<file path="src/rtl/slru_pkg.sv">
package slru_pkg;
  typedef enum logic [1:0] {
    UPD_NONE  = 2'd0,
    UPD_HIT   = 2'd1,
    UPD_ALLOC = 2'd2
  } upd_kind_e;

  function automatic int unsigned clog2_min1(input int unsigned n);
    int unsigned w;
    w = 1;
    while ((1 << w) < n) w++;
    return w;
  endfunction
endpackage

</file>
<file path="src/rtl/slru_rank_ctrl.sv">
module slru_rank_ctrl #(
  parameter int WAYS  = 16,
  parameter int WAY_W = 4
) (
  input  logic                        clk,
  input  logic                        rst_n,
  input  logic                        upd_en,
  input  logic [WAY_W-1:0]            upd_way,
  output logic [WAYS-1:0][WAY_W-1:0]  rank_q
);
  logic [WAY_W-1:0]           pivot;
  logic [WAYS-1:0][WAY_W-1:0] rank_d;

  assign pivot = rank_q[upd_way];

  always_comb begin
    rank_d = rank_q;
    if (upd_en) begin
      for (int i = 0; i < WAYS; i++) begin
        if (WAY_W'(i) == upd_way)
          rank_d[i] = '0;
        else if (rank_q[i] < pivot)
          rank_d[i] = rank_q[i] + WAY_W'(1);
      end
    end
  end

  generate
    for (genvar g = 0; g < WAYS; g++) begin : g_rank
      always_ff @(posedge clk) begin
        if (!rst_n) rank_q[g] <= WAY_W'(g);
        else        rank_q[g] <= rank_d[g];
      end
    end
  endgenerate
endmodule

</file>
<file path="src/rtl/slru_ref_ctrl.sv">
module slru_ref_ctrl #(
  parameter int WAYS  = 16,
  parameter int WAY_W = 4,
  parameter int RND_W = 16,
  parameter int EXP_W = 5
) (
  input  logic              clk,
  input  logic              rst_n,
  input  slru_pkg::upd_kind_e kind,
  input  logic [WAY_W-1:0]  way,
  input  logic [WAY_W-1:0]  lru_way,
  input  logic              promo_en,
  input  logic [EXP_W-1:0]  promo_exp,
  input  logic              age_en,
  input  logic [RND_W-1:0]  rnd,
  output logic [WAYS-1:0]   ref_q
);
  import slru_pkg::*;

  logic [RND_W-1:0] mask;
  logic             promote;
  logic [WAYS-1:0]  ref_d;

  always_comb begin
    if (int'(promo_exp) >= RND_W) mask = '1;
    else                          mask = ~({RND_W{1'b1}} << promo_exp);
  end

  assign promote = promo_en && ((rnd & mask) == '0);

  always_comb begin
    ref_d = ref_q;
    case (kind)
      UPD_HIT: ref_d[way] = 1'b1;
      UPD_ALLOC: begin
        if (age_en) ref_d[lru_way] = 1'b0;
        ref_d[way] = promote;
      end
      default: ;
    endcase
  end

  always_ff @(posedge clk) begin
    if (!rst_n) ref_q <= '0;
    else        ref_q <= ref_d;
  end
endmodule

</file>
<file path="src/rtl/slru_victim_pick.sv">
module slru_victim_pick #(
  parameter int WAYS  = 16,
  parameter int WAY_W = 4
) (
  input  logic [WAYS-1:0][WAY_W-1:0] rank_q,
  input  logic [WAYS-1:0]            ref_q,
  output logic [WAY_W-1:0]           victim_way,
  output logic [WAY_W-1:0]           lru_way
);
  localparam logic [WAY_W-1:0] OLDEST = WAY_W'(WAYS - 1);

  logic             any_free;
  logic [WAY_W-1:0] best_way;
  logic [WAY_W-1:0] best_rank;

  always_comb begin
    lru_way = '0;
    for (int i = 0; i < WAYS; i++)
      if (rank_q[i] == OLDEST) lru_way = WAY_W'(i);
  end

  always_comb begin
    any_free  = 1'b0;
    best_way  = '0;
    best_rank = '0;
    for (int i = 0; i < WAYS; i++) begin
      if (!ref_q[i] && (!any_free || rank_q[i] > best_rank)) begin
        any_free  = 1'b1;
        best_way  = WAY_W'(i);
        best_rank = rank_q[i];
      end
    end
  end

  assign victim_way = any_free ? best_way : lru_way;
endmodule

</file>
<file path="src/rtl/slru_victim_sel.sv">
module slru_victim_sel #(
  parameter int WAYS  = 16,
  parameter int RND_W = 16,
  parameter int WAY_W = slru_pkg::clog2_min1(WAYS),
  parameter int EXP_W = slru_pkg::clog2_min1(RND_W + 1)
) (
  input  logic             clk,
  input  logic             rst_n,
  input  logic             hit_valid,
  input  logic [WAY_W-1:0] hit_way,
  input  logic             alloc_valid,
  output logic             alloc_ready,
  input  logic             promo_en,
  input  logic [EXP_W-1:0] promo_exp,
  input  logic             age_en,
  input  logic [RND_W-1:0] rnd,
  output logic [WAY_W-1:0] victim_way
);
  import slru_pkg::*;

  logic [WAYS-1:0][WAY_W-1:0] rank_q;
  logic [WAYS-1:0]            ref_q;
  logic [WAY_W-1:0]           lru_way;
  logic                       accept;
  upd_kind_e                  kind;
  logic [WAY_W-1:0]           upd_way;

  assign alloc_ready = !hit_valid;
  assign accept      = alloc_valid && alloc_ready;

  always_comb begin
    if (hit_valid) begin
      kind    = UPD_HIT;
      upd_way = hit_way;
    end else if (accept) begin
      kind    = UPD_ALLOC;
      upd_way = victim_way;
    end else begin
      kind    = UPD_NONE;
      upd_way = '0;
    end
  end

  slru_rank_ctrl #(.WAYS(WAYS), .WAY_W(WAY_W)) u_rank (
    .clk     (clk),
    .rst_n   (rst_n),
    .upd_en  (kind != UPD_NONE),
    .upd_way (upd_way),
    .rank_q  (rank_q)
  );

  slru_ref_ctrl #(.WAYS(WAYS), .WAY_W(WAY_W), .RND_W(RND_W), .EXP_W(EXP_W)) u_ref (
    .clk       (clk),
    .rst_n     (rst_n),
    .kind      (kind),
    .way       (upd_way),
    .lru_way   (lru_way),
    .promo_en  (promo_en),
    .promo_exp (promo_exp),
    .age_en    (age_en),
    .rnd       (rnd),
    .ref_q     (ref_q)
  );

  slru_victim_pick #(.WAYS(WAYS), .WAY_W(WAY_W)) u_pick (
    .rank_q     (rank_q),
    .ref_q      (ref_q),
    .victim_way (victim_way),
    .lru_way    (lru_way)
  );
endmodule

</file>
<file path="config.mk">
export PLATFORM = sky130hd
export DESIGN_NAME = slru_victim_sel
export DESIGN_NICKNAME = d
export VERILOG_FILES = /design/src/rtl/slru_pkg.sv /design/src/rtl/slru_rank_ctrl.sv /design/src/rtl/slru_ref_ctrl.sv /design/src/rtl/slru_victim_pick.sv /design/src/rtl/slru_victim_sel.sv
export SDC_FILE = /design/constraint.sdc
export NUM_CORES = 1
export LEC_CHECK = 0
export BUFFER_PORTS_ARGS = -buffer_cell sky130_fd_sc_hd__buf_2
export CORE_AREA = 2 2 185 132
export DETAILED_ROUTE_END_ITERATION = 8
export DIE_AREA = 0 0 187 134
export PLACE_DENSITY = 0.67
export SLEW_MARGIN = 20
export SYNTH_ARGS = -nofsm -noshare
export SYNTH_HDL_FRONTEND = slang
export SYNTH_HIERARCHICAL = 1
export SYNTH_SLANG_ARGS = --single-unit
</file>
<file path="constraint.sdc">
create_clock -name clk -period 63.9 [get_ports clk]
set_input_delay 6.39 -clock clk [delete_from_list [all_inputs] [get_ports clk]]
set_output_delay 6.39 -clock clk [all_outputs]
set_load 0.005 [all_outputs]
</file>
==> reports/results.tsv, run 1 <==
stage	metric	value	unit
placed_design	gp_congestion	1.03	
floorplanning	die_w	187	µm
floorplanning	design.core.area	23300	µm²
timing	timing_worst_slew_pin_value	1.13	ns
logic_synthesis	synth.yosys.seq_area_share	15.5	%
timing	skew	0.0109	ns
global_routing	antenna_violations_before_repair	0	
detailed_routing	wire_per_inst	21.8	µm
status	status	completed	
timing	worst_slew_margin_rel	24.5	%
finish	mostFrequentLayoutCells	sky130_fd_sc_hd__ha_1 (117), sky130_fd_sc_hd__nand2_1 (103), sky130_fd_sc_hd__o21ai_0 (87)	
finish	final_layout_size_suffix_gt1_share	10.8	%
floorplanning	die_area	25100	µm²
logic_synthesis	synth-adder-area-share	14.4	%
logic_synthesis	postSynthAreaPerCell	7.91	µm²
detailed_routing	num_vias	11100	
global_routing	grt_overflow	0	
finish	seqCellArea	1600	µm²
setup_path	timing.critical_path.max_delay_family	compound AO/OA/AOI/OAI gates	
logic_synthesis	post_synth_xor_xnor_area	0.509	%
cts	ctsHtreeMaxLevel	3	
setup_path	worst_path_most_repeated_cell	sky130_fd_sc_hd__ha_1	
logic_synthesis	synth_area_in_compound_gates	32.0	%
setup_path	worst_r2r_start	u_ref/ref_q[0]	
finish	finalNetCount	1454	
setup_path	timing.critical_path.slowest_stage_cell	sky130_fd_sc_hd__a2111oi_0	
setup_path	crit_required	57.51	ns
setup_path	timing.critical_path.buf_inv	9	
timing	final-max-slew-violation-count	0	
setup_path	reg2reg_slack	33.74	ns
finish	multiInputGateArea	8190	µm²
detailed_routing	viasPerCell	6.83	
setup_path	worst_setup_path_endpoint	victim_way[2]	
logic_synthesis	syn_inst	1304	
setup_path	timing.setup.critical_path_class	reg -> out	
setup_path	cp-startpoint	u_ref/ref_q[0]	
floorplanning	die_height	134	µm
logic_synthesis	netlist_top_cells_area	sky130_fd_sc_hd__dfxtp_1 (16%), sky130_fd_sc_hd__ha_1 (14%), sky130_fd_sc_hd__o21ai_0 (4.2%)	
detailed_routing	final_wirelength	35.5	mm
timing	rsz0062_at_grt	no	
cts	cts-buffers-inserted	9	
hold_path	min-delay-start	u_rank/rank_q[0]	
logic_synthesis	synth_enable_flop_cells	0	
cts	cts.repair.resized	0	
finish	most_common_cell_after_layout_fill_and_taps_aside	sky130_fd_sc_hd__ha_1	
setup_path	slowest_delay	0.88	ns
placed_design	buffer_ports.inserted	35	
cts	hold_buffers	0	
hold_path	timing.hold.worst.class	reg -> reg	
global_routing	via_count_of_the_first_global_routing_pass	10200	
finish	antenna_cells_inserted	0	
flow_run	max-cap-violations	0	
global_routing	grt_first_pass_wirelength	55.8	mm
placed_design	dp_hpwl	25.5	mm
timing	finalCritPeriodShare	51.0	%
floorplanning	core_rows	47	
setup_path	regToRegEndpoint	u_rank/rank_q[58]	
floorplanning	start_util	44.2	%
detailed_routing	firstDrtPassIters	6	
logic_synthesis	synth_mux_area_share	7.44	%
finish	area_growth	6.78	%
logic_synthesis	synth.net_count	1452	
cts	cts_buffer_depth	2	
timing	fmax	30.7	MHz
detailed_routing	antenna_violating_nets_left	0	
timing	finalHoldViolations	0	
setup_path	worstPathMaxFanout	15	
timing	setup_total_negative_slack	0	ns
logic_synthesis	number_of_distinct_standard_cells_referenced_by_the_synthesized_netlist	105	
logic_synthesis	yosys_warnings	6	
setup_path	worstSetupEndpointType	primary output	
cts	post-cts-setup-buffers	0	
logic_synthesis	dominant_combinational_cell_family_by_area_after_synthesis	compound AO/OA/AOI/OAI gates	
setup_path	data_arrival_time_of_the_worst_path	26.18	ns
logic_synthesis	top_cell_type_s_share_of_synthesized_area	15.5	%
detailed_routing	drc_errors	0	
setup_path	cp-start-kind	flop	
cts	cts_tree	done	
timing	setup_viol	0	
cts	cts.root.buffer_cell	sky130_fd_sc_hd__clkbuf_16	
logic_synthesis	main_synth_ff_type	sky130_fd_sc_hd__dfxtp_1	
floorplanning	num_io_pins	36	
global_routing	globalRouteTotalUtil	27.9	%
logic_synthesis	post_synth_instance_area	10300	µm²
global_routing	grt_start_max_net_pins	62	
logic_synthesis	synth_area_in_simple_gates	25.0	%
finish	filler_cell_count	2325	
cts	tritoncts_num_sinks	80	
setup_path	worst-path-stages	116	
logic_synthesis	post-synth-top-area-cell	sky130_fd_sc_hd__dfxtp_1	
cts	worstSkewPairLatency	0.37	ns
setup_path	r2r_cells	124	
cts	worst_setup_hold_path_clk_slew	0.07	ns
logic_synthesis	ys_seq_elements	80	
timing	finalWorstPathRequiredPeriod	32.57	ns
logic_synthesis	ys_async_sr_fraction	0	%
detailed_routing	drt_iter0_drc	1408	
==> registers in the layout (all words and copies together), names as in the netlist <==
register	cells
u_ref/ref_q	16
u_rank/rank_q	64
==> cells by family after synthesis <==
kind of cell / Yosys count
compound gates: 449
xor+xnor: 6
fa+ha+maj: 119
buf+inv: 127
flops: 80
mux: 53
simple gates: 470
==> synthesized netlist by cell type, types with 19 or more instances <==
cell type                   instances
sky130_fd_sc_hd__ha_1             117
sky130_fd_sc_hd__o21ai_0           87
sky130_fd_sc_hd__nor3_1            20
sky130_fd_sc_hd__o211ai_1          20
sky130_fd_sc_hd__nand2b_1          37
sky130_fd_sc_hd__a21oi_1           80
sky130_fd_sc_hd__dfxtp_1           80
sky130_fd_sc_hd__nand3_1           55
sky130_fd_sc_hd__clkbuf_1          34
sky130_fd_sc_hd__mux2i_1           19
sky130_fd_sc_hd__nor2b_1           24
sky130_fd_sc_hd__nand2_1          103
sky130_fd_sc_hd__a2111oi_0         20
sky130_fd_sc_hd__inv_1             73
sky130_fd_sc_hd__nor2_1            74
sky130_fd_sc_hd__nand4_1           31
==> worst register-to-register path, delay by kind of cell, from the launching register on <==
| kind | cells | cell delay, ns |
|---|---|---|
| adders and majority gates | 17 | 4.89 |
| and+or+nand+nor | 31 | 5.73 |
| buffers and inverters | 9 | 1.85 |
| AOI/OAI and AO/OA | 58 | 13.50 |
| DFF | 1 | 0.58 |
| muxes | 9 | 3.57 |
==> cell type report <==
cell class	count	area share [%]
multi-input combinational	1097	74.4
sequential	80	14.5
tap	318	3.61
inverter	74	2.52
timing repair buffer	44	2.20
clock buffer	10	2.17
clock inverter	6	0.602
==> layer usage <==
metal	vias up	GRT usage [%]	part of all wire, %
li1	5142	-	-
met1	5307	41.0	46
met2	608	40.5	40
met3	67	5.60	11
met4	0	8.82	2.4
met5	-	0	0
==> worst min-delay path by stage <==
stage	to	slack [ns]	cells after the start
after CTS	u_rank/rank_q[0]	0.58	2
final	u_rank/rank_q[0]	0.58	2
after floorplan	u_rank/rank_q[0]	0.50	2
after global placement	u_rank/rank_q[0]	0.54	2
after detailed placement	u_rank/rank_q[0]	0.57	2
after global routing	u_rank/rank_q[1]	0.59	2
==> metrics by stage <==
step,cells,worst slack [ns],hold WS [ns],utilization [%],cell area [µm²]
final,1629,31.33,0.579,47.2,11000
after global routing,1629,29.43,0.593,47.2,11000
after CTS,1629,31.99,0.577,47.2,11000
after detailed placement,1613,32.48,0.566,45.9,10700
after global placement,1613,33.35,0.544,45.9,10700
after floorplan,1304,35.44,0.498,-,10300
Power of run 1 is left out: the tool's default activity adds up to more than one toggle a clock period on the data nets, which glitch-free logic cannot reach.
==> run 2: changes to the inputs <==
clock period = 33.9 ns   (was 63.9 ns; I/O delays follow)
==> run 2 against run 1 <==
Utilization up 0.20 points. Register-to-register slack worse by 30 ns. Non-clock buffer count up 1. First-iteration DRC count down 9.9%. Critical path type is now reg -> reg. Routed wire length down 0.72%.
==> reports/results.tsv, run 2 (same netlist as run 1, synthesis figures left out) <==
stage	metric	value	unit	change
setup_path	timing.setup.critical_path_class	reg -> reg		
setup_path	data_arrival_time_of_the_worst_path	30.23	ns	+4.05 ns
detailed_routing	drt_iter0_drc	1269		-9.9%
cts	post-cts-setup-buffers	0		unchanged
flow_run	max-cap-violations	0		unchanged
cts	worstSkewPairLatency	0.37	ns	about the same
finish	area_growth	7.23	%	
floorplanning	core_rows	47		unchanged
cts	cts.repair.resized	0		unchanged
setup_path	crit_required	34.16	ns	-23.35 ns
timing	final-max-slew-violation-count	0		unchanged
placed_design	buffer_ports.inserted	35		unchanged
global_routing	via_count_of_the_first_global_routing_pass	10100		-1.1%
setup_path	worstPathMaxFanout	39		+24
timing	finalWorstSetupSlack	3.93	ns	-27.40 ns
global_routing	grt_first_pass_wirelength	55.3	mm	-0.90%
setup_path	timing.critical_path.slowest_stage_cell	sky130_fd_sc_hd__a2111oi_0		
finish	largest_registers	u_rank/rank_q (64), u_ref/ref_q (16)		
setup_path	cp-start-kind	flop		
cts	worst_setup_hold_path_clk_slew	0.07	ns	about the same
timing	skew	0.0113	ns	+0.000417 ns
status	status	completed		
cts	cts_tree	done		
placed_design	dpl_worst_slack	4.72	ns	-27.76 ns
finish	filler_cell_count	2292		-1.4%
global_routing	grt_start_max_net_pins	62		unchanged
setup_path	reg2reg_slack	3.93	ns	-29.81 ns
timing	fmax	33.4	MHz	
setup_path	worst_r2r_start	u_ref/ref_q[0]		
setup_path	regToRegEndpoint	u_rank/rank_q[61]		
finish	final_layout_size_suffix_gt1_share	10.8	%	unchanged
timing	finalCritPeriodShare	88.4	%	
setup_path	slowest_delay	0.90	ns	+0.02 ns
setup_path	worst_path_most_repeated_cell	sky130_fd_sc_hd__ha_1		
cts	ctsHtreeMaxLevel	3		unchanged
global_routing	grt_overflow	0		unchanged
detailed_routing	wire_per_inst	21.6	µm	-0.78%
detailed_routing	num_vias	11100		-0.35%
finish	largest_register_ff_count	64		unchanged
placed_design	dp_hpwl	25.4	mm	-0.25%
detailed_routing	final_wirelength	35.2	mm	-0.72%
timing	finalHoldViolations	0		unchanged
floorplanning	start_util	44.2	%	unchanged
finish	finalNetCount	1455		+0.069%
placed_design	gp_congestion	0.949		-7.6%
detailed_routing	firstDrtPassIters	5		-1
setup_path	timing.critical_path.max_delay_family	compound AO/OA/AOI/OAI gates		
detailed_routing	antenna_violating_nets_left	0		unchanged
timing	finalWorstPathRequiredPeriod	29.97	ns	
floorplanning	design.core.area	23300	µm²	unchanged
placed_design	post-place-cells	1614		+0.062%
setup_path	worstSetupEndpointType	flop		
hold_path	timing.hold.worst.class	reg -> reg		
cts	cts-buffers-inserted	9		unchanged
floorplanning	die_area	25100	µm²	unchanged
finish	finalNonFillerCells	1630		+0.061%
setup_path	r2r_cells	124		unchanged
floorplanning	die_w	187	µm	unchanged
timing	timing_worst_slew_pin_value	1.02	ns	-0.108 ns
finish	max_flop_register	u_rank/rank_q		
cts	hold_buffers	0		unchanged
floorplanning	die_height	134	µm	unchanged
cts	tritoncts_num_sinks	80		unchanged
detailed_routing	drc_errors	0		unchanged
hold_path	min-delay-start	u_rank/rank_q[0]		
global_routing	antenna_violations_before_repair	1		+1
setup_path	timing.critical_path.buf_inv	9		unchanged
timing	setup_viol	0		unchanged
global_routing	globalRouteTotalUtil	27.6	%	-0.29 points
hold_path	hold_path_depth	2		unchanged
finish	final_core_util	47.4	%	+0.20 points
hold_path	hold-path-endpoint	u_rank/rank_q[0]		
cts	cts.root.buffer_cell	sky130_fd_sc_hd__clkbuf_16		
timing	setup_total_negative_slack	0	ns	unchanged
timing	worst_slew_margin_rel	30.0	%	+5.4 points
finish	mostFrequentLayoutCells	sky130_fd_sc_hd__ha_1 (117), sky130_fd_sc_hd__nand2_1 (103), sky130_fd_sc_hd__o21ai_0 (87)		
detailed_routing	viasPerCell	6.80		-0.41%
finish	most_common_cell_after_layout_fill_and_taps_aside	sky130_fd_sc_hd__ha_1		
floorplanning	num_io_pins	36		unchanged
timing	rsz0062_at_grt	no		
cts	cts_buffer_depth	2		unchanged
run 2: layout make-up:
class | count | area (µm²) | share of cell area [%]
antenna | 1 | 2.50 | 0.0226
clock buffer | 9 | 225 | 2.04
clock inverter | 6 | 116 | 1.05
inverter | 74 | 278 | 2.51
multi-input combinational | 1097 | 8190 | 74.1
sequential | 80 | 1600 | 14.5
tap | 318 | 398 | 3.60
timing repair buffer | 45 | 250 | 2.26
run 2: how the worst max path moves through the flow:
stage / to / slack [ns] / cells past startpoint / start
after floorplan: u_rank/rank_q[15] / 7.97 / 125 / u_ref/ref_q[0]
after global placement: u_rank/rank_q[61] / 5.65 / 125 / u_ref/ref_q[0]
after detailed placement: u_rank/rank_q[61] / 4.72 / 124 / u_ref/ref_q[0]
after CTS: u_rank/rank_q[61] / 4.66 / 124 / u_ref/ref_q[0]
after global routing: u_rank/rank_q[62] / 1.66 / 124 / u_ref/ref_q[0]
final: u_rank/rank_q[61] / 3.93 / 124 / u_ref/ref_q[0]
run 2: per-stage QoR:
step	hold slack (ns)	area (µm²)
finish	0.578	11100
global route	0.604	11100
CTS	0.569	11100
detailed placement	0.555	10700
global placement	0.547	10700
floorplan	0.498	10300
run 2: metal layers:
layer	global-route usage (%)	share of wire, %	vias up
met2	40.9	41	582
met3	7.14	11	54
li1	-	-	5153
met4	6.75	1.6	0
met5	0	0	-
met1	39.7	46	5296
run 2: worst min-delay path: cells and delay by family (launching register included):
kind            cells  cell delay, ns
flops               1            0.38
simple gates        1            0.09
compound gates      1            0.06
Power of run 2 is left out for the same reason.
==> run 3: changes to the inputs <==
==> constraint.sdc (replaced) <==
create_clock -name clk -period 33.9 [get_ports clk]
set_input_delay 6.78 -clock clk [delete_from_list [all_inputs] [get_ports clk]]
set_output_delay 6.78 -clock clk [all_outputs]
set_load 0.005 [all_outputs]
==> run 3 against run 2 <==
Via count grew 0.96%. Register-to-register slack improved by 0.96 ns. Sequential share of layout area hardly changed. Routed wire length rose by 0.48%. Final cell count hardly changed. Worst hold slack worse by 0.016 ns. Global-route usage hardly changed. Critical endpoint is now victim_way[2]. Critical path depth down 7. First-iteration DRC count down 5.8%. Utilization decreased by 0.075 points. Setup slack got worse by 1.9 ns.
==> reports/results.tsv, run 3 (same netlist as run 1, synthesis figures left out) <==
stage	metric	value	unit	change
setup_path	timing.critical_path.slowest_stage_cell	sky130_fd_sc_hd__a2111oi_1		
setup_path	timing.setup.critical_path_class	reg -> out		
floorplanning	core_rows	47		unchanged
finish	most_common_cell_after_layout_fill_and_taps_aside	sky130_fd_sc_hd__ha_1		
flow_run	max-cap-violations	0		unchanged
timing	worst_slew_margin_rel	27.1	%	-2.8 points
cts	cts_tree	done		
setup_path	slowest_delay	0.67	ns	-0.23 ns
setup_path	cp-start-kind	flop		
detailed_routing	final_wirelength	35.4	mm	+0.48%
finish	antenna_cells_inserted	0		-1
setup_path	worst_path_most_repeated_cell	sky130_fd_sc_hd__ha_1		
floorplanning	die_height	134	µm	unchanged
finish	max_flop_register	u_rank/rank_q		
setup_path	reg2reg_slack	4.89	ns	+0.96 ns
setup_path	cp-startpoint	u_ref/ref_q[0]		
finish	mostFrequentLayoutCells	sky130_fd_sc_hd__ha_1 (117), sky130_fd_sc_hd__nand2_1 (103), sky130_fd_sc_hd__o21ai_0 (87)		
timing	skew	0.0129	ns	+0.00163 ns
global_routing	antenna_violations_before_repair	0		-1
setup_path	regToRegEndpoint	u_rank/rank_q[58]		
setup_path	worst-path-stages	117		-5.6%
finish	final_cell_area	11000	µm²	-0.16%
floorplanning	num_io_pins	36		unchanged
detailed_routing	viasPerCell	6.87		+1.0%
status	status	completed		
hold_path	min-delay-start	u_rank/rank_q[0]		
floorplanning	design.core.area	23300	µm²	unchanged
cts	worst_setup_hold_path_clk_slew	0.07	ns	about the same
setup_path	timing.critical_path.buf_inv	9		unchanged
timing	holdWs	0.562	ns	-0.0157 ns
global_routing	grt_first_pass_wirelength	55.0	mm	-0.60%
setup_path	crit_required	27.12	ns	-7.04 ns
finish	finalNetCount	1454		-0.069%
finish	final_layout_size_suffix_gt1_share	11.1	%	+0.38 points
cts	ctsHtreeMaxLevel	3		unchanged
timing	finalHoldViolations	0		unchanged
timing	final-max-slew-violation-count	0		unchanged
detailed_routing	firstDrtPassIters	6		+1
cts	cts-buffers-inserted	9		unchanged
timing	finalWorstPathRequiredPeriod	31.87	ns	+1.90 ns
setup_path	timing.critical_path.max_delay_family	compound AO/OA/AOI/OAI gates		
floorplanning	die_area	25100	µm²	unchanged
setup_path	worst_r2r_start	u_ref/ref_q[0]		
setup_path	worstPathMaxFanout	15		-62%
finish	largest_register_ff_count	64		unchanged
cts	worstSkewPairLatency	0.37	ns	about the same
detailed_routing	drt_iter0_drc	1195		-5.8%
detailed_routing	antenna_violating_nets_left	0		unchanged
finish	largest_registers	u_rank/rank_q (64), u_ref/ref_q (16)		
cts	tritoncts_num_sinks	80		unchanged
detailed_routing	wire_per_inst	21.7	µm	+0.54%
placed_design	detailed_place.area	10700	µm²	about the same
setup_path	r2r_cells	125		+0.81%
setup_path	worstSetupEndpointType	primary output		
hold_path	timing.hold.worst.class	reg -> reg		
detailed_routing	num_vias	11200		+0.96%
detailed_routing	drc_errors	0		unchanged
timing	setup_viol	0		unchanged
global_routing	grt_start_max_net_pins	62		unchanged
placed_design	dp_hpwl	25.3	mm	-0.43%
global_routing	grt_overflow	0		unchanged
cts	hold_buffers	0		unchanged
finish	area_growth	7.06	%	
floorplanning	die_w	187	µm	unchanged
setup_path	worst_setup_path_endpoint	victim_way[2]		
cts	cts.root.buffer_cell	sky130_fd_sc_hd__clkbuf_16		
placed_design	buffer_ports.inserted	35		unchanged
timing	fmax	31.4	MHz	-6.0%
timing	timing_worst_slew_pin_value	1.09	ns	+0.0691 ns
setup_path	data_arrival_time_of_the_worst_path	25.09	ns	-5.14 ns
placed_design	gp_congestion	1.02		+7.6%
floorplanning	start_util	44.2	%	unchanged
global_routing	globalRouteTotalUtil	27.6	%	about the same
timing	finalCritPeriodShare	94.0	%	+5.6 points
cts	cts_buffer_depth	2		unchanged
global_routing	via_count_of_the_first_global_routing_pass	10000		-0.42%
run 3: changes by cell type in the layout (fill, tap and decap cells not counted), moves of 2 or more:
cell and delta:
sky130_fd_sc_hd__bufinv_16 -2, sky130_fd_sc_hd__a2111oi_1 +2, sky130_fd_sc_hd__clkinv_4 -2, sky130_fd_sc_hd__clkinvlp_4 +2
sky130_fd_sc_hd__a2111oi_0 -3
run 3: layer usage:
layer	global-route usage, %	up-vias	routed length (µm)
met1	38.9	5335	15700
met2	40.1	659	14500
met3	8.61	60	4480
met5	0	-	0
li1	-	5137	-
met4	7.76	0	690
run 3: worst min path at each step:
stage                       endpoint  slack [ns]  cells after the start
floorplan           u_rank/rank_q[0]        0.50                      2
global placement    u_rank/rank_q[0]        0.55                      2
detailed placement  u_rank/rank_q[0]        0.55                      2
CTS                 u_rank/rank_q[0]        0.56                      2
global route        u_rank/rank_q[0]        0.60                      2
finish              u_rank/rank_q[0]        0.56                      2
run 3: metrics by stage:
stage / setup TNS (ns) / cells / util [%] / setup slack, ns
4_1_cts: 0 / 1629 / 47.2 / 1.81
3_3_place_gp: 0 / 1613 / 45.9 / 2.97
2_1_floorplan: 0 / 1304 / - / 5.05
3_5_place_dp: 0 / 1613 / 45.9 / 2.27
5_1_grt: -0.00877 / 1629 / 47.3 / -0.00877
6_report: 0 / 1629 / 47.3 / 2.03
run 3: worst min-delay path, cell delays in order, from the launching register on:
cell	delay (ns)
sky130_fd_sc_hd__dfxtp_1	0.37
sky130_fd_sc_hd__nand3_1	0.09
sky130_fd_sc_hd__a21oi_1	0.06
run 3: what timing repair did:
item | CTS | global route
endpoints found under the setup margin | 0 | 4
resized for setup | 0 | 10
endpoints found under the hold margin | 0 | 0
setup buffers | 0 | 0
run 3: area by class of cell:
| cell class | count | area (µm²) |
|---|---|---|
| clock inverter | 5 | 62.6 |
| inverter | 74 | 278 |
| timing repair buffer | 44 | 243 |
| multi-input combinational | 1097 | 8220 |
| sequential | 80 | 1600 |
| tap | 318 | 398 |
| clock buffer | 11 | 243 |
| fill | 2288 | 12300 |
Power of run 3 is left out for the same reason.
